## src/rtl/sdram_mon_pkg.sv

```systemverilog
package sdram_mon_pkg;

  typedef enum logic [3:0] {
    CMD_DESL, CMD_NOP, CMD_BST, CMD_ACT,
    CMD_RD, CMD_RDA, CMD_WR, CMD_WRA,
    CMD_PRE, CMD_PALL, CMD_REF, CMD_MRS
  } cmd_e;

  typedef enum logic [1:0] {
    BK_IDLE  = 2'd0,
    BK_OPEN  = 2'd1,
    BK_PRECH = 2'd2,
    BK_REFR  = 2'd3
  } bank_st_e;

  typedef enum logic [2:0] {
    RSN_NONE    = 3'd0,
    RSN_STATE   = 3'd1,
    RSN_RCD     = 3'd2,
    RSN_RAS     = 3'd3,
    RSN_REOPEN  = 3'd4,
    RSN_RRD     = 3'd5,
    RSN_REFBUSY = 3'd6,
    RSN_RWL     = 3'd7
  } reason_e;

endpackage

```

## src/rtl/sdram_cmd_decode.sv

```systemverilog
module sdram_cmd_decode
  import sdram_mon_pkg::*;
(
  input  logic cs_n,
  input  logic ras_n,
  input  logic cas_n,
  input  logic we_n,
  input  logic a10,
  output cmd_e cmd
);

  always_comb begin
    cmd = CMD_DESL;
    if (!cs_n) begin
      case ({ras_n, cas_n, we_n})
        3'b111:  cmd = CMD_NOP;
        3'b110:  cmd = CMD_BST;
        3'b011:  cmd = CMD_ACT;
        3'b101:  cmd = a10 ? CMD_RDA : CMD_RD;
        3'b100:  cmd = a10 ? CMD_WRA : CMD_WR;
        3'b010:  cmd = a10 ? CMD_PALL : CMD_PRE;
        3'b001:  cmd = CMD_REF;
        default: cmd = CMD_MRS;
      endcase
    end
  end

endmodule

```

## src/rtl/sdram_sat_timer.sv

```systemverilog
module sdram_sat_timer #(
  parameter int CW = 4
) (
  input  logic          clk,
  input  logic          rst_n,
  input  logic          restart,
  output logic [CW-1:0] elapsed
);

  localparam logic [CW-1:0] SAT = '1;

  logic [CW-1:0] elapsed_d;

  // elapsed = clocks since the last restart; saturates so "long ago" stays met
  always_comb begin
    elapsed_d = elapsed;
    if (restart)
      elapsed_d = CW'(1);
    else if (elapsed != SAT)
      elapsed_d = elapsed + 1'b1;
  end

  always_ff @(posedge clk or negedge rst_n) begin
    if (!rst_n)
      elapsed <= SAT;
    else
      elapsed <= elapsed_d;
  end

endmodule

```

## src/rtl/sdram_bank_track.sv

```systemverilog
module sdram_bank_track
  import sdram_mon_pkg::*;
#(
  parameter int CW    = 4,
  parameter int T_RCD = 3,
  parameter int T_RAS = 6,
  parameter int T_RP  = 3,
  parameter int T_RWL = 2
) (
  input  logic     clk,
  input  logic     rst_n,
  input  logic     open_req,
  input  logic     close_req,
  input  logic     wr_req,
  output bank_st_e state,
  output logic     rcd_ok,
  output logic     ras_ok,
  output logic     rwl_ok
);

  // closing ends when the next elapsed value reaches T_RP
  localparam int       PRE_LAST = (T_RP > 1) ? T_RP - 1 : 1;
  localparam bank_st_e CLOSE_ST = (T_RP > 1) ? BK_PRECH : BK_IDLE;

  logic [CW-1:0] act_el, wr_el, pre_el;
  bank_st_e      state_d;

  sdram_sat_timer #(.CW(CW)) act_tmr_i (
    .clk(clk), .rst_n(rst_n), .restart(open_req), .elapsed(act_el));

  sdram_sat_timer #(.CW(CW)) wr_tmr_i (
    .clk(clk), .rst_n(rst_n), .restart(wr_req), .elapsed(wr_el));

  sdram_sat_timer #(.CW(CW)) pre_tmr_i (
    .clk(clk), .rst_n(rst_n), .restart(close_req), .elapsed(pre_el));

  always_comb begin
    state_d = state;
    if (open_req)
      state_d = BK_OPEN;
    else if (close_req)
      state_d = CLOSE_ST;
    else if (state == BK_PRECH && pre_el >= CW'(PRE_LAST))
      state_d = BK_IDLE;
  end

  always_ff @(posedge clk or negedge rst_n) begin
    if (!rst_n)
      state <= BK_IDLE;
    else
      state <= state_d;
  end

  assign rcd_ok = (act_el >= CW'(T_RCD));
  assign ras_ok = (act_el >= CW'(T_RAS));
  assign rwl_ok = (wr_el  >= CW'(T_RWL));

endmodule

```

## src/rtl/sdram_cmd_monitor.sv

```systemverilog
module sdram_cmd_monitor
  import sdram_mon_pkg::*;
#(
  parameter int BA_W  = 2,
  parameter int T_RCD = 3,
  parameter int T_RAS = 6,
  parameter int T_RP  = 3,
  parameter int T_RC  = 8,
  parameter int T_RRD = 2,
  parameter int T_RWL = 2
) (
  input  logic                      clk,
  input  logic                      rst_n,
  input  logic                      cs_n,
  input  logic                      ras_n,
  input  logic                      cas_n,
  input  logic                      we_n,
  input  logic [BA_W-1:0]           ba,
  input  logic                      a10,
  output logic                      illegal,
  output logic [2:0]                reason,
  output logic [2*(1<<BA_W)-1:0]    bank_state
);

  localparam int NB      = 1 << BA_W;
  localparam int M_A     = (T_RCD > T_RAS) ? T_RCD : T_RAS;
  localparam int M_B     = (T_RP  > T_RC)  ? T_RP  : T_RC;
  localparam int M_C     = (T_RRD > T_RWL) ? T_RRD : T_RWL;
  localparam int M_AB    = (M_A > M_B) ? M_A : M_B;
  localparam int TMAX    = (M_AB > M_C) ? M_AB : M_C;
  localparam int CW      = $clog2(TMAX + 1);
  localparam int RC_LAST = (T_RC > 1) ? T_RC - 1 : 1;

  cmd_e          cmd;
  bank_st_e      bst [NB];
  logic [NB-1:0] sel, is_open, is_idle, is_prech;
  logic [NB-1:0] rcd_ok, ras_ok, rwl_ok;
  logic [NB-1:0] open_req, close_req, wr_req;
  logic [CW-1:0] rrd_el, ref_el;
  logic          refreshing, refreshing_d;
  logic          ok, act_go, ref_go, is_wr;
  reason_e       why;
  logic          illegal_q;
  reason_e       reason_q;

  sdram_cmd_decode dec_i (
    .cs_n(cs_n), .ras_n(ras_n), .cas_n(cas_n), .we_n(we_n),
    .a10(a10), .cmd(cmd));

  assign sel = NB'(1) << ba;

  for (genvar i = 0; i < NB; i++) begin : g_bank
    sdram_bank_track #(
      .CW(CW), .T_RCD(T_RCD), .T_RAS(T_RAS), .T_RP(T_RP), .T_RWL(T_RWL)
    ) trk_i (
      .clk(clk), .rst_n(rst_n),
      .open_req(open_req[i]), .close_req(close_req[i]), .wr_req(wr_req[i]),
      .state(bst[i]),
      .rcd_ok(rcd_ok[i]), .ras_ok(ras_ok[i]), .rwl_ok(rwl_ok[i]));

    assign is_open[i]  = (bst[i] == BK_OPEN);
    assign is_idle[i]  = (bst[i] == BK_IDLE);
    assign is_prech[i] = (bst[i] == BK_PRECH);
    assign bank_state[2*i +: 2] = refreshing ? BK_REFR : bst[i];
  end

  // rule evaluation: refresh-busy first, then state, then intervals
  always_comb begin
    why = RSN_NONE;
    case (cmd)
      CMD_RD, CMD_RDA, CMD_WR, CMD_WRA: begin
        if (refreshing)        why = RSN_REFBUSY;
        else if (!is_open[ba]) why = RSN_STATE;
        else if (!rcd_ok[ba])  why = RSN_RCD;
      end
      CMD_ACT: begin
        if (refreshing)                 why = RSN_REFBUSY;
        else if (is_prech[ba])          why = RSN_STATE;
        else if (is_open[ba])           why = RSN_REOPEN;
        else if (rrd_el < CW'(T_RRD))   why = RSN_RRD;
      end
      CMD_PRE: begin
        if (refreshing) why = RSN_REFBUSY;
        else if (is_open[ba]) begin
          if (!ras_ok[ba])      why = RSN_RAS;
          else if (!rwl_ok[ba]) why = RSN_RWL;
        end
      end
      CMD_PALL: begin
        if (refreshing)                  why = RSN_REFBUSY;
        else if (|(is_open & ~ras_ok))   why = RSN_RAS;
        else if (|(is_open & ~rwl_ok))   why = RSN_RWL;
      end
      CMD_REF, CMD_MRS: begin
        if (refreshing)    why = RSN_REFBUSY;
        else if (!(&is_idle)) why = RSN_STATE;
      end
      default: why = RSN_NONE;
    endcase
  end

  assign ok     = (why == RSN_NONE);
  assign act_go = ok && (cmd == CMD_ACT);
  assign ref_go = ok && (cmd == CMD_REF);
  assign is_wr  = (cmd == CMD_WR) || (cmd == CMD_WRA);

  always_comb begin
    open_req  = act_go ? sel : '0;
    wr_req    = (ok && is_wr) ? sel : '0;
    close_req = '0;
    if (ok) begin
      case (cmd)
        CMD_PRE:          close_req = sel & is_open;
        CMD_PALL:         close_req = is_open;
        CMD_RDA, CMD_WRA: close_req = sel;
        default:          close_req = '0;
      endcase
    end
  end

  sdram_sat_timer #(.CW(CW)) rrd_tmr_i (
    .clk(clk), .rst_n(rst_n), .restart(act_go), .elapsed(rrd_el));

  sdram_sat_timer #(.CW(CW)) ref_tmr_i (
    .clk(clk), .rst_n(rst_n), .restart(ref_go), .elapsed(ref_el));

  always_comb begin
    refreshing_d = refreshing;
    if (ref_go)
      refreshing_d = (T_RC > 1);
    else if (refreshing && ref_el >= CW'(RC_LAST))
      refreshing_d = 1'b0;
  end

  always_ff @(posedge clk or negedge rst_n) begin
    if (!rst_n) begin
      refreshing <= 1'b0;
      illegal_q  <= 1'b0;
      reason_q   <= RSN_NONE;
    end else begin
      refreshing <= refreshing_d;
      illegal_q  <= !ok;
      reason_q   <= why;
    end
  end

  assign illegal = illegal_q;
  assign reason  = reason_q;

endmodule

```

## config.mk

```make
export PLATFORM = sky130hd
export DESIGN_NAME = sdram_cmd_monitor
export DESIGN_NICKNAME = d
export VERILOG_FILES = /design/src/rtl/sdram_mon_pkg.sv /design/src/rtl/sdram_cmd_decode.sv /design/src/rtl/sdram_sat_timer.sv /design/src/rtl/sdram_bank_track.sv /design/src/rtl/sdram_cmd_monitor.sv
export SDC_FILE = /design/constraint.sdc
export NUM_CORES = 1
export LEC_CHECK = 0
export BUFFER_PORTS_ARGS = -buffer_cell sky130_fd_sc_hd__buf_2
export CAP_MARGIN = 20
export CORE_MARGIN = 2
export CORE_UTILIZATION = 50
export CTS_CLUSTER_SIZE = 12
export DETAILED_ROUTE_END_ITERATION = 6
export GPL_TIMING_DRIVEN = 0
export HOLD_SLACK_MARGIN = 0.02
export PLACE_DENSITY_LB_ADDON = 0.1
export SLEW_MARGIN = 20
export SYNTH_ARGS = -nofsm -noshare
export SYNTH_HDL_FRONTEND = slang
export SYNTH_HIERARCHICAL = 1
export SYNTH_SLANG_ARGS = --single-unit
```

## constraint.sdc

```tcl
create_clock -name clk -period 4.75 [get_ports clk]
set_clock_uncertainty 0.05 [all_clocks]
set_input_delay 1.1875 -clock clk [delete_from_list [all_inputs] [get_ports clk]]
set_output_delay 1.1875 -clock clk [all_outputs]
set_load 0.005 [all_outputs]
```

==> impl_metrics.env, run 1 <==
export IMPL_htree_levels=3
export IMPL_post_synth_xor_area_fraction_pct=0
export IMPL_final_antenna_diode_count=0
export IMPL_critPathBufInv=2
export IMPL_critical_path_rt_ns=4.98
export IMPL_cts_post_setup_buffers_inserted=0
export IMPL_antenna_found_initial=0
export IMPL_wirelength_um=9150
export IMPL_clk_sinks=69
export IMPL_cts_made_buffers=9
export IMPL_synthesized_area_fraction_occupied_by_ao_oa_aoi_and_oai_cells_pct=15.4
export IMPL_yosys_area_share_adder_pct=3.79
export IMPL_tritoncts_clock_tree="done"
export IMPL_finalSetupViolCount=0
export IMPL_syn_cell_area_um2=4620
export IMPL_detailed_place_hpwl_um=6780
export IMPL_remaining_antenna_violation_count_after_routing=0
export IMPL_via_count=3343
export IMPL_r2r_start="g_bank[3].trk_i/act_tmr_i/elapsed[2]"
export IMPL_areaGrowthSynthToFinish_pct=9.80
export IMPL_worst_path_max_delay_cell="sky130_fd_sc_hd__a211oi_1"
export IMPL_grt_pass1_wl_um=15700
export IMPL_grtUsageMet3_pct=3.20
export IMPL_area_of_the_core_region_um2=9110
export IMPL_synthesized_area_divided_by_synthesized_cell_count_um2=10.8
export IMPL_crit_path_max_incr_delay_ns=0.79
export IMPL_nNetsFinal=482
export IMPL_yosys_register_bits=69
export IMPL_critPathArrivalTime_ns=4.30
export IMPL_timing_critical_path_max_delay_family="compound AO/OA/AOI/OAI gates"
export IMPL_grt_use_met2_pct=31.0
export IMPL_wire_per_inst_um=15.9
export IMPL_synth_mux_area_fraction_pct=8.10
export IMPL_timing_critical_path_to_type="flop"
export IMPL_cts_repair_resized=0
export IMPL_pwr_share_seq_pct=44.1
export IMPL_via_per_inst=5.81
export IMPL_ctsHoldBuffers=0
export IMPL_ioPinCount=21
export IMPL_drt_drc_violations_left=0
export IMPL_synth_enable_flop_cells=0
export IMPL_post_route_period_util_pct=85.6
export IMPL_worst_path_max_fanout=10
export IMPL_drive_gt1_share_pct=37.3
export IMPL_synth_warnings=6
export IMPL_grtUsageMet1_pct=27.2
export IMPL_multiInputGateArea_um2=2740
export IMPL_max_clock_freq_mhz=246
export IMPL_max_vdd_ir_drop_mv=0.247
export IMPL_fillerInstances=837
export IMPL_worst_hold_slack_ns=0.468
export IMPL_cpMostUsedCell="sky130_fd_sc_hd__a211oi_1"
export IMPL_final_hold_violation_count=0
export IMPL_clk_slew_on_worst_s_h_paths_ns=0.07
export IMPL_timing_critical_path_from="ras_n"
export IMPL_globalRouteTotalUtil_pct=19.7
export IMPL_async_s_r_ff_share_synth_pct=100
export IMPL_port_buffers=18
export IMPL_static_leakage_power_uw=0.00210
export IMPL_clock_latency_on_the_worst_skew_pair_ns=0.36
export IMPL_power_per_cell_area_nw_per_um2=619
export IMPL_final_max_slew_violation_count=0
export IMPL_most_common_layout_cells="sky130_fd_sc_hd__dfstp_2 (56), sky130_fd_sc_hd__nor2_1 (31), sky130_fd_sc_hd__nand2b_1 (30), sky130_fd_sc_hd__nor2b_1 (30), sky130_fd_sc_hd__mux2i_1 (28)"
export IMPL_grt_pass1_vias=3209
export IMPL_dominantRegCellSynth="sky130_fd_sc_hd__dfstp_2"
export IMPL_dominant_combinational_cell_family_by_area_after_synthesis="simple AND/OR/NAND/NOR gates"
export IMPL_worst_slew_pin_transition_ns=1.03
export IMPL_period_needed_ns=4.07
export IMPL_area_sequential_um2=1800
export IMPL_timing_setup_critical_path_class="input pin to flop"
export IMPL_grt_ovfl_total=0
export IMPL_clock_tree_root_cell="sky130_fd_sc_hd__clkbuf_8"
export IMPL_netSwitchingFraction_pct=36.9
export IMPL_detailed_place_area_um2=4890
export IMPL_floorplan_rows=35
export IMPL_top_usage_layer="met2"
export IMPL_status="completed"
export IMPL_clock_tree_buffer_depth=2
export IMPL_relSlewSlack_pct=30.7
export IMPL_pin_count_of_the_biggest_net_entering_global_routing=42
export IMPL_drt_pre_antenna_iters=4
export IMPL_max_cap_violations=0
export IMPL_power_switching_uw=1160
export IMPL_post_syn_instances=428
export IMPL_worstPathCellList="buf_2 -> nor2_2 -> a211oi_1 -> a211oi_1 -> nand3_1 -> o41ai_1 -> a211oi_2 -> o21ai_2 -> buf_8 -> nor3_2 -> nand2b_1 -> mux2i_1"
export IMPL_synth_simple_gate_area_share_pct=31.7
export IMPL_intPower_uw=1980
export IMPL_worstHoldPathType="flop to flop"
export IMPL_routability_cong=0.897
export IMPL_die_h_um=100
export IMPL_final_cell_area_um2=5070
export IMPL_cp_start_kind="input pin"
export IMPL_pwr_share_comb_pct=41.7
export IMPL_floorplan_initialDensity_pct=50.7
export IMPL_synthesis_nets=451
export IMPL_synth_yosys_seq_area_share_pct=38.9
export IMPL_holdCritStartpoint="g_bank[0].trk_i/wr_tmr_i/elapsed[1]"
export IMPL_final_setup_tns_ns=0
export IMPL_initial_drt_markers=123
export IMPL_die_w_um=100
export IMPL_fp_dieArea_um2=10000
export IMPL_grt_setup_unrepaired="false"
export IMPL_mostFrequentLayoutCell="sky130_fd_sc_hd__dfstp_2"
export IMPL_power_clock_fraction_pct=14.3
export IMPL_post_synth_num_cell_types=56
==> power groups by stage <==
stage | logic [uW] | clock network (uW) | registers, uW
after CTS | 1330 | 462 | 1380
after global placement | 1260 | 0 | 1370
final | 1310 | 448 | 1380
after detailed placement | 1320 | 0 | 1390
after global routing | 1470 | 489 | 1460
after floorplan | 1110 | 0 | 1290
==> synth_stat cells (3+ instances only) <==
cell	number	area [um^2]
sky130_fd_sc_hd__dfstp_2	56	1470
sky130_fd_sc_hd__nor2_1	31	116
sky130_fd_sc_hd__nand2b_1	30	188
sky130_fd_sc_hd__nor2b_1	30	188
sky130_fd_sc_hd__mux2i_1	28	280
sky130_fd_sc_hd__nor3_2	19	190
sky130_fd_sc_hd__a31oi_1	17	106
sky130_fd_sc_hd__a211oi_2	15	188
sky130_fd_sc_hd__a21oi_1	15	75.1
sky130_fd_sc_hd__and3_1	15	93.8
sky130_fd_sc_hd__and3_4	14	158
sky130_fd_sc_hd__and3b_1	14	123
sky130_fd_sc_hd__ha_1	14	175
sky130_fd_sc_hd__dfrtp_1	13	325
sky130_fd_sc_hd__a21o_1	9	67.6
sky130_fd_sc_hd__inv_1	9	33.8
sky130_fd_sc_hd__nand2_1	8	30.0
sky130_fd_sc_hd__nor2_2	6	37.5
sky130_fd_sc_hd__nor3b_1	6	45.0
sky130_fd_sc_hd__nor4_1	6	37.5
sky130_fd_sc_hd__or2_2	6	37.5
sky130_fd_sc_hd__a211o_1	5	43.8
sky130_fd_sc_hd__buf_2	5	25.0
sky130_fd_sc_hd__or3_1	5	31.3
sky130_fd_sc_hd__a211oi_1	4	30.0
sky130_fd_sc_hd__nand2b_4	4	55.1
sky130_fd_sc_hd__nor3_1	4	20.0
sky130_fd_sc_hd__or4b_1	4	40.0
sky130_fd_sc_hd__mux4_2	3	67.6
==> worst register-to-register path, stage by stage (launching register included) <==
cell,delay [ns]
sky130_fd_sc_hd__dfstp_2,0.59
sky130_fd_sc_hd__a21o_1,0.17
sky130_fd_sc_hd__nor3b_1,0.08
sky130_fd_sc_hd__nor4_4,0.34
sky130_fd_sc_hd__a31oi_1,0.16
sky130_fd_sc_hd__nor3_1,0.31
sky130_fd_sc_hd__o21ai_2,0.22
sky130_fd_sc_hd__nor4_1,0.88
sky130_fd_sc_hd__nor2_1,0.11
sky130_fd_sc_hd__mux2i_1,0.17
==> final timing paths <==
path	slack (ns)	cells after the start	end
setup / recovery	0.68	12	g_bank[0].trk_i/act_tmr_i/elapsed[1]
hold / removal	0.47	2	g_bank[0].trk_i/wr_tmr_i/elapsed[1]
setup reg to reg	1.61	9	g_bank[0].trk_i/wr_tmr_i/elapsed[0]
min in group asynchronous	0.71	1	g_bank[3].trk_i/state[1]
hold reg to reg	0.47	2	g_bank[0].trk_i/wr_tmr_i/elapsed[1]
max in group asynchronous	3.35	2	rrd_tmr_i/elapsed[1]
==> final cells by class <==
cell class	instances	share of cell area [%]
Clock buffer	15	3.48
Multi-Input combinational cell	341	54.0
Timing Repair Buffer	20	2.37
Tap cell	111	2.74
Buffer	9	1.26
Sequential cell	69	35.4
Clock inverter	1	0.0986
Inverter	9	0.666
==> flip-flops by register name (all words and copies together), names as in the netlist <==
signal                          count
illegal                             1
g_bank.trk_i/state                  8
g_bank.trk_i/wr_tmr_i/elapsed      16
g_bank.trk_i/act_tmr_i/elapsed     16
refreshing                          1
g_bank.trk_i/pre_tmr_i/elapsed     16
reason                              3
ref_tmr_i/elapsed                   4
rrd_tmr_i/elapsed                   4
==> routing by layer <==
metal	routed length, um	up-vias
met3	200	13
met2	4290	32
met4	163	0
met1	4500	1634
li1	-	1664
met5	0	-
==> cell families (layout without fill, tap and decap cells) <==
logic type               Yosys count  count (layout)
AO/OA/AOI/OAI                     85              85
adder cells (fa/ha/maj)           14              14
buffers and inverters             18              54
flip-flops                        69              69
multiplexers                      32              32
AND/OR/NAND/NOR                  210             210
==> metrics by stage <==
| step | instances | utilization (%) | power, uW | worst slack, ns |
|---|---|---|---|---|
| after floorplan | 428 | - | 2400 | 1.00 |
| after global placement | 557 | 53.2 | 2630 | 0.0500 |
| after detailed placement | 559 | 53.7 | 2710 | 0.329 |
| after CTS | 575 | 55.7 | 3170 | 0.705 |
| after global routing | 575 | 55.7 | 3410 | 0.482 |
| final | 575 | 55.7 | 3140 | 0.684 |
Note: power is estimated with default switching activity, not from simulation.
==> run 2: changes to the inputs <==
CTS_BUF_LIST = sky130_fd_sc_hd__clkbuf_2 sky130_fd_sc_hd__clkbuf_4 sky130_fd_sc_hd__clkbuf_8   (was not set)
==> impl_metrics.env, run 2 (same netlist as run 1, synthesis figures left out) <==
export IMPL_pin_count_of_the_biggest_net_entering_global_routing=42
export IMPL_critPathBufInv=2
export IMPL_floorplan_rows=35
export IMPL_power_switching_uw=1160
export IMPL_multiInputGateArea_um2=2740
export IMPL_fp_dieArea_um2=10000
export IMPL_final_setup_tns_ns=0
export IMPL_grt_setup_unrepaired="false"
export IMPL_port_buffers=18
export IMPL_drive_gt1_share_pct=37.9
export IMPL_worst_path_max_fanout=10
export IMPL_fillerInstances=835
export IMPL_pwr_share_comb_pct=41.5
export IMPL_routability_cong=0.897
export IMPL_globalRouteTotalUtil_pct=19.7
export IMPL_drt_pre_antenna_iters=4
export IMPL_grt_ovfl_total=0
export IMPL_final_cell_area_um2=5080
export IMPL_worstPathCellList="buf_2 -> nor2_2 -> a211oi_1 -> a211oi_1 -> nand3_1 -> o41ai_1 -> a211oi_2 -> o21ai_2 -> buf_8 -> nor3_2 -> nand2b_1 -> mux2i_1"
export IMPL_areaGrowthSynthToFinish_pct=10.0
export IMPL_post_route_period_util_pct=85.4
export IMPL_netSwitchingFraction_pct=36.7
export IMPL_wirelength_um=9120
export IMPL_nNetsFinal=482
export IMPL_max_cap_violations=0
export IMPL_crit_path_max_incr_delay_ns=0.78
export IMPL_cpMostUsedCell="sky130_fd_sc_hd__a211oi_1"
export IMPL_worst_reg_to_reg_setup_slack_ns=1.62
export IMPL_status="completed"
export IMPL_htree_levels=3
export IMPL_area_of_the_core_region_um2=9110
export IMPL_antenna_found_initial=0
export IMPL_final_max_slew_violation_count=0
export IMPL_mostFrequentLayoutCell="sky130_fd_sc_hd__dfstp_2"
export IMPL_timing_critical_path_max_delay_family="compound AO/OA/AOI/OAI gates"
export IMPL_finalSetupViolCount=0
export IMPL_max_clock_freq_mhz=246
export IMPL_final_hold_violation_count=0
export IMPL_critical_path_rt_ns=4.98
export IMPL_initial_drt_markers=146
export IMPL_clock_latency_on_the_worst_skew_pair_ns=0.35
export IMPL_area_sequential_um2=1800
export IMPL_power_per_cell_area_nw_per_um2=620
export IMPL_biggestRegsByFlops="g_bank.trk_i/act_tmr_i/elapsed x16, g_bank.trk_i/pre_tmr_i/elapsed x16, g_bank.trk_i/wr_tmr_i/elapsed x16"
export IMPL_final_antenna_diode_count=0
export IMPL_via_per_inst=5.83
export IMPL_cts_made_buffers=9
export IMPL_critPathArrivalTime_ns=4.29
export IMPL_cp_start_kind="input pin"
export IMPL_clock_tree_buffer_depth=2
export IMPL_intPower_uw=2000
export IMPL_worstHoldPathType="flop to flop"
export IMPL_pwr_share_seq_pct=43.9
export IMPL_tritoncts_clock_tree="done"
export IMPL_via_count=3354
export IMPL_clk_sinks=69
export IMPL_clk_slew_on_worst_s_h_paths_ns=0.07
export IMPL_detailed_place_hpwl_um=6780
export IMPL_grt_pass1_vias=3207
export IMPL_cts_repair_resized=0
export IMPL_ioPinCount=21
export IMPL_die_w_um=100
export IMPL_remaining_antenna_violation_count_after_routing=0
export IMPL_cts_post_setup_buffers_inserted=0
export IMPL_drt_drc_violations_left=0
export IMPL_die_h_um=100
export IMPL_worst_slew_pin_transition_ns=1.02
export IMPL_floorplan_initialDensity_pct=50.7
export IMPL_timing_critical_path_to_type="flop"
export IMPL_power_clock_fraction_pct=14.6
export IMPL_clock_tree_root_cell="sky130_fd_sc_hd__clkbuf_8"
export IMPL_detailed_place_area_um2=4890
export IMPL_wire_per_inst_um=15.9
export IMPL_relSlewSlack_pct=31.5
export IMPL_grt_pass1_wl_um=15700
export IMPL_period_needed_ns=4.06
export IMPL_timing_setup_critical_path_class="input pin to flop"
export IMPL_ctsHoldBuffers=0
export IMPL_static_leakage_power_uw=0.00211
export IMPL_most_common_layout_cells="sky130_fd_sc_hd__dfstp_2 (56), sky130_fd_sc_hd__nor2_1 (31), sky130_fd_sc_hd__nand2b_1 (30), sky130_fd_sc_hd__nor2b_1 (30), sky130_fd_sc_hd__mux2i_1 (28)"
export IMPL_worst_path_max_delay_cell="sky130_fd_sc_hd__a211oi_1"
export IMPL_max_vdd_ir_drop_mv=0.256
run 2: area by class of cell:
type | instances | share of cell area (%)
clock inverters | 1 | 0.0984
flip-flops and latches | 69 | 35.3
plain buffers | 9 | 1.25
repair buffers | 20 | 2.36
inverters | 9 | 0.664
clock buffers | 15 | 3.69
multi-input cells | 341 | 53.9
well taps | 111 | 2.73
run 2: worst paths after layout:
kind | endpoint | startpoint | cells after the start
hold / removal | g_bank[0].trk_i/wr_tmr_i/elapsed[1] | g_bank[0].trk_i/wr_tmr_i/elapsed[1] | 2
hold reg to reg | g_bank[0].trk_i/wr_tmr_i/elapsed[1] | g_bank[0].trk_i/wr_tmr_i/elapsed[1] | 2
setup reg to reg | g_bank[0].trk_i/wr_tmr_i/elapsed[0] | g_bank[3].trk_i/act_tmr_i/elapsed[2] | 9
min in group asynchronous | g_bank[3].trk_i/state[1] | rst_n | 1
max in group asynchronous | rrd_tmr_i/elapsed[1] | rst_n | 2
setup / recovery | g_bank[0].trk_i/act_tmr_i/elapsed[1] | ras_n | 12
run 2: worst reg2reg max path, stage by stage (launching register included):
cell and delay, ns:
sky130_fd_sc_hd__dfstp_2 0.59, sky130_fd_sc_hd__a21o_1 0.17, sky130_fd_sc_hd__nor3b_1 0.08, sky130_fd_sc_hd__nor4_4 0.34
sky130_fd_sc_hd__a31oi_1 0.16, sky130_fd_sc_hd__nor3_1 0.31, sky130_fd_sc_hd__o21ai_2 0.21, sky130_fd_sc_hd__nor4_1 0.87
sky130_fd_sc_hd__nor2_1 0.11, sky130_fd_sc_hd__mux2i_1 0.17
run 2: metal layers:
metal / track usage [%] / share of wire (%)
met2: 31.1 / 47
met4: 8.22 / 1.6
met1: 27.2 / 49
met3: 3.20 / 1.9
met5: 0 / 0
run 2: stage by stage:
| step | utilization, % | hold slack, ns | std cells | total power [uW] | worst slack (ns) |
|---|---|---|---|---|---|
| after floorplan | - | 0.436 | 428 | 2400 | 1.00 |
| after global placement | 53.2 | 0.448 | 557 | 2630 | 0.0500 |
| after detailed placement | 53.7 | 0.463 | 559 | 2710 | 0.329 |
| after CTS | 55.8 | 0.475 | 575 | 3190 | 0.704 |
| after global routing | 55.8 | 0.489 | 575 | 3430 | 0.480 |
| final | 55.8 | 0.469 | 575 | 3160 | 0.692 |
run 2: power by group through the flow:
stage / clock network (uW) / logic [uW] / registers (uW)
finish: 462 / 1310 / 1380
global route: 506 / 1470 / 1460
CTS: 479 / 1330 / 1380
detailed placement: 0 / 1320 / 1390
global placement: 0 / 1260 / 1370
floorplan: 0 / 1110 / 1290
==> run 3: changes to the inputs <==
PLACE_DENSITY = 0.67   (was not set)
PLACE_DENSITY_LB_ADDON = not set   (was 0.1)
==> impl_metrics.env, run 3 (same netlist as run 1, synthesis figures left out) <==
export IMPL_status="completed"
export IMPL_clock_tree_buffer_depth=2
export IMPL_worst_path_max_delay_cell="sky130_fd_sc_hd__a211oi_1"
export IMPL_tritoncts_clock_tree="done"
export IMPL_via_count=3380
export IMPL_cp_depth=12
export IMPL_cts_made_buffers=9
export IMPL_r2r_start="g_bank[2].trk_i/act_tmr_i/elapsed[2]"
export IMPL_clock_tree_root_cell="sky130_fd_sc_hd__clkbuf_8"
export IMPL_area_sequential_um2=1800
export IMPL_areaGrowthSynthToFinish_pct=10.5
export IMPL_max_vdd_ir_drop_mv=0.354
export IMPL_critPathBufInv=2
export IMPL_power_per_cell_area_nw_per_um2=632
export IMPL_max_cap_violations=0
export IMPL_fillerInstances=804
export IMPL_biggestRegsByFlops="g_bank.trk_i/act_tmr_i/elapsed x16, g_bank.trk_i/pre_tmr_i/elapsed x16, g_bank.trk_i/wr_tmr_i/elapsed x16"
export IMPL_static_leakage_power_uw=0.00211
export IMPL_final_max_slew_violation_count=0
export IMPL_via_per_inst=5.89
export IMPL_pwr_share_seq_pct=42.9
export IMPL_area_of_the_core_region_um2=9110
export IMPL_wirelength_um=9170
export IMPL_die_w_um=100
export IMPL_timing_critical_path_max_delay_family="compound AO/OA/AOI/OAI gates"
export IMPL_pwr_share_comb_pct=40.7
export IMPL_cts_post_setup_buffers_inserted=0
export IMPL_pin_count_of_the_biggest_net_entering_global_routing=39
export IMPL_cts_repair_resized=0
export IMPL_grt_ovfl_total=0
export IMPL_dp_slack_ns=0.436
export IMPL_ioPinCount=21
export IMPL_drive_gt1_share_pct=37.8
export IMPL_worstHoldPathType="flop to flop"
export IMPL_worstReg2RegEnd="g_bank[0].trk_i/wr_tmr_i/elapsed[0]"
export IMPL_timing_setup_critical_path_class="input pin to flop"
export IMPL_initial_drt_markers=96
export IMPL_htree_levels=3
export IMPL_antenna_found_initial=0
export IMPL_final_setup_tns_ns=0
export IMPL_die_h_um=100
export IMPL_nNetsFinal=481
export IMPL_wire_per_inst_um=16.0
export IMPL_worst_hold_path_num_cells=2
export IMPL_finalSetupViolCount=0
export IMPL_timing_critical_path_to_type="flop"
export IMPL_routability_cong=0.882
export IMPL_grt_setup_unrepaired="false"
export IMPL_critical_path_rt_ns=4.98
export IMPL_post_route_period_util_pct=84.4
export IMPL_mostFrequentLayoutCell="sky130_fd_sc_hd__dfstp_2"
export IMPL_worst_slew_pin_transition_ns=1.12
export IMPL_clk_slew_on_worst_s_h_paths_ns=0.07
export IMPL_grt_pass1_wl_um=15700
export IMPL_ctsHoldBuffers=0
export IMPL_grt_pass1_vias=3326
export IMPL_worstRegToRegCells=9
export IMPL_worst_reg_to_reg_setup_slack_ns=1.54
export IMPL_critPathArrivalTime_ns=4.24
export IMPL_holdCritStartpoint="g_bank[2].trk_i/wr_tmr_i/elapsed[1]"
export IMPL_period_needed_ns=4.01
export IMPL_crit_path_max_incr_delay_ns=0.72
export IMPL_floorplan_initialDensity_pct=50.7
export IMPL_worst_hold_path_endpoint="g_bank[2].trk_i/wr_tmr_i/elapsed[1]"
export IMPL_power_clock_fraction_pct=16.4
export IMPL_remaining_antenna_violation_count_after_routing=0
export IMPL_final_hold_violation_count=0
export IMPL_clk_sinks=69
export IMPL_max_clock_freq_mhz=249
export IMPL_grtUsageMet1_pct=26.2
export IMPL_drt_drc_violations_left=0
export IMPL_globalRouteTotalUtil_pct=19.5
export IMPL_worst_path_max_fanout=10
export IMPL_netSwitchingFraction_pct=36.2
export IMPL_cpMostUsedCell="sky130_fd_sc_hd__a211oi_1"
export IMPL_port_buffers=18
export IMPL_detailed_place_hpwl_um=6620
export IMPL_grtUsageMet3_pct=3.76
export IMPL_intPower_uw=2060
export IMPL_clock_latency_on_the_worst_skew_pair_ns=0.35
export IMPL_multiInputGateArea_um2=2740
export IMPL_drt_pre_antenna_iters=4
export IMPL_fp_dieArea_um2=10000
export IMPL_final_antenna_diode_count=0
export IMPL_most_common_layout_cells="sky130_fd_sc_hd__dfstp_2 (56), sky130_fd_sc_hd__nor2_1 (31), sky130_fd_sc_hd__nand2b_1 (30), sky130_fd_sc_hd__nor2b_1 (30), sky130_fd_sc_hd__mux2i_1 (28)"
export IMPL_relSlewSlack_pct=24.5
export IMPL_final_critical_path_setup_slack_ns=0.740
export IMPL_grt_use_met2_pct=31.3
export IMPL_cp_start_kind="input pin"
export IMPL_power_switching_uw=1170
export IMPL_worstPathCellList="buf_2 -> nor2_2 -> a211oi_1 -> a211oi_1 -> nand3_1 -> o41ai_1 -> a211oi_2 -> o21ai_2 -> buf_8 -> nor3_2 -> nand2b_1 -> mux2i_1"
export IMPL_floorplan_rows=35
export IMPL_top_usage_layer="met2"
==> run 3: changes by cell type in the layout (fill, tap and decap cells not counted) <==
cell,previous run,this run
sky130_fd_sc_hd__clkinvlp_4,0,1
sky130_fd_sc_hd__bufinv_16,0,2
sky130_fd_sc_hd__buf_4,2,1
sky130_fd_sc_hd__clkbuf_8,12,9
==> run 3: final cells by class <==
class                      count  area share, %
buffer                         9           1.25
multi-input combinational    341           53.7
timing repair buffer          19           2.21
clock inverter                 4           1.42
inverter                       9          0.662
sequential                    69           35.2
clock buffer                  12           2.87
tap                          111           2.72
==> run 3: power groups by stage <==
stage          logic, uW  registers [uW]  clock network, uW
2_1_floorplan       1110            1290                  0
3_3_place_gp        1260            1370                  0
3_5_place_dp        1320            1390                  0
4_1_cts             1320            1390                549
5_1_grt             1490            1450                566
6_report            1310            1390                529
==> run 3: worst max path at each step <==
stage,from,to,slack (ns)
after CTS,ras_n,g_bank[0].trk_i/act_tmr_i/elapsed[1],0.80
final,ras_n,g_bank[0].trk_i/act_tmr_i/elapsed[1],0.74
after global routing,ras_n,g_bank[0].trk_i/act_tmr_i/elapsed[1],0.55
after detailed placement,ras_n,g_bank[0].trk_i/act_tmr_i/elapsed[1],0.44
after floorplan,ras_n,g_bank[1].trk_i/act_tmr_i/elapsed[1],1.00
after global placement,ras_n,g_bank[3].trk_i/act_tmr_i/elapsed[1],0.23
==> run 3: worst min-delay path, cell delays in order, from the launching register on <==
cell and delay (ns):
sky130_fd_sc_hd__dfstp_2 0.39, sky130_fd_sc_hd__nand2b_1 0.07, sky130_fd_sc_hd__mux2i_1 0.06
==> run 3: stage by stage <==
| stage | hold WS [ns] | total power [uW] | cell area, um^2 | cells | utilization, % |
|---|---|---|---|---|---|
| global route | 0.495 | 3510 | 5100 | 574 | 56.0 |
| global placement | 0.449 | 2630 | 4850 | 557 | 53.2 |
| finish | 0.467 | 3230 | 5100 | 574 | 56.0 |
| floorplan | 0.436 | 2400 | 4620 | 428 | - |
| detailed placement | 0.456 | 2710 | 4880 | 558 | 53.6 |
| CTS | 0.468 | 3260 | 5100 | 574 | 56.0 |
==> run 3: per-layer routing <==
metal / routed length (um) / vias up
li1: - / 1663
met1: 4450 / 1662
met2: 4300 / 39
met3: 258 / 16
met4: 164 / 0
met5: 0 / -
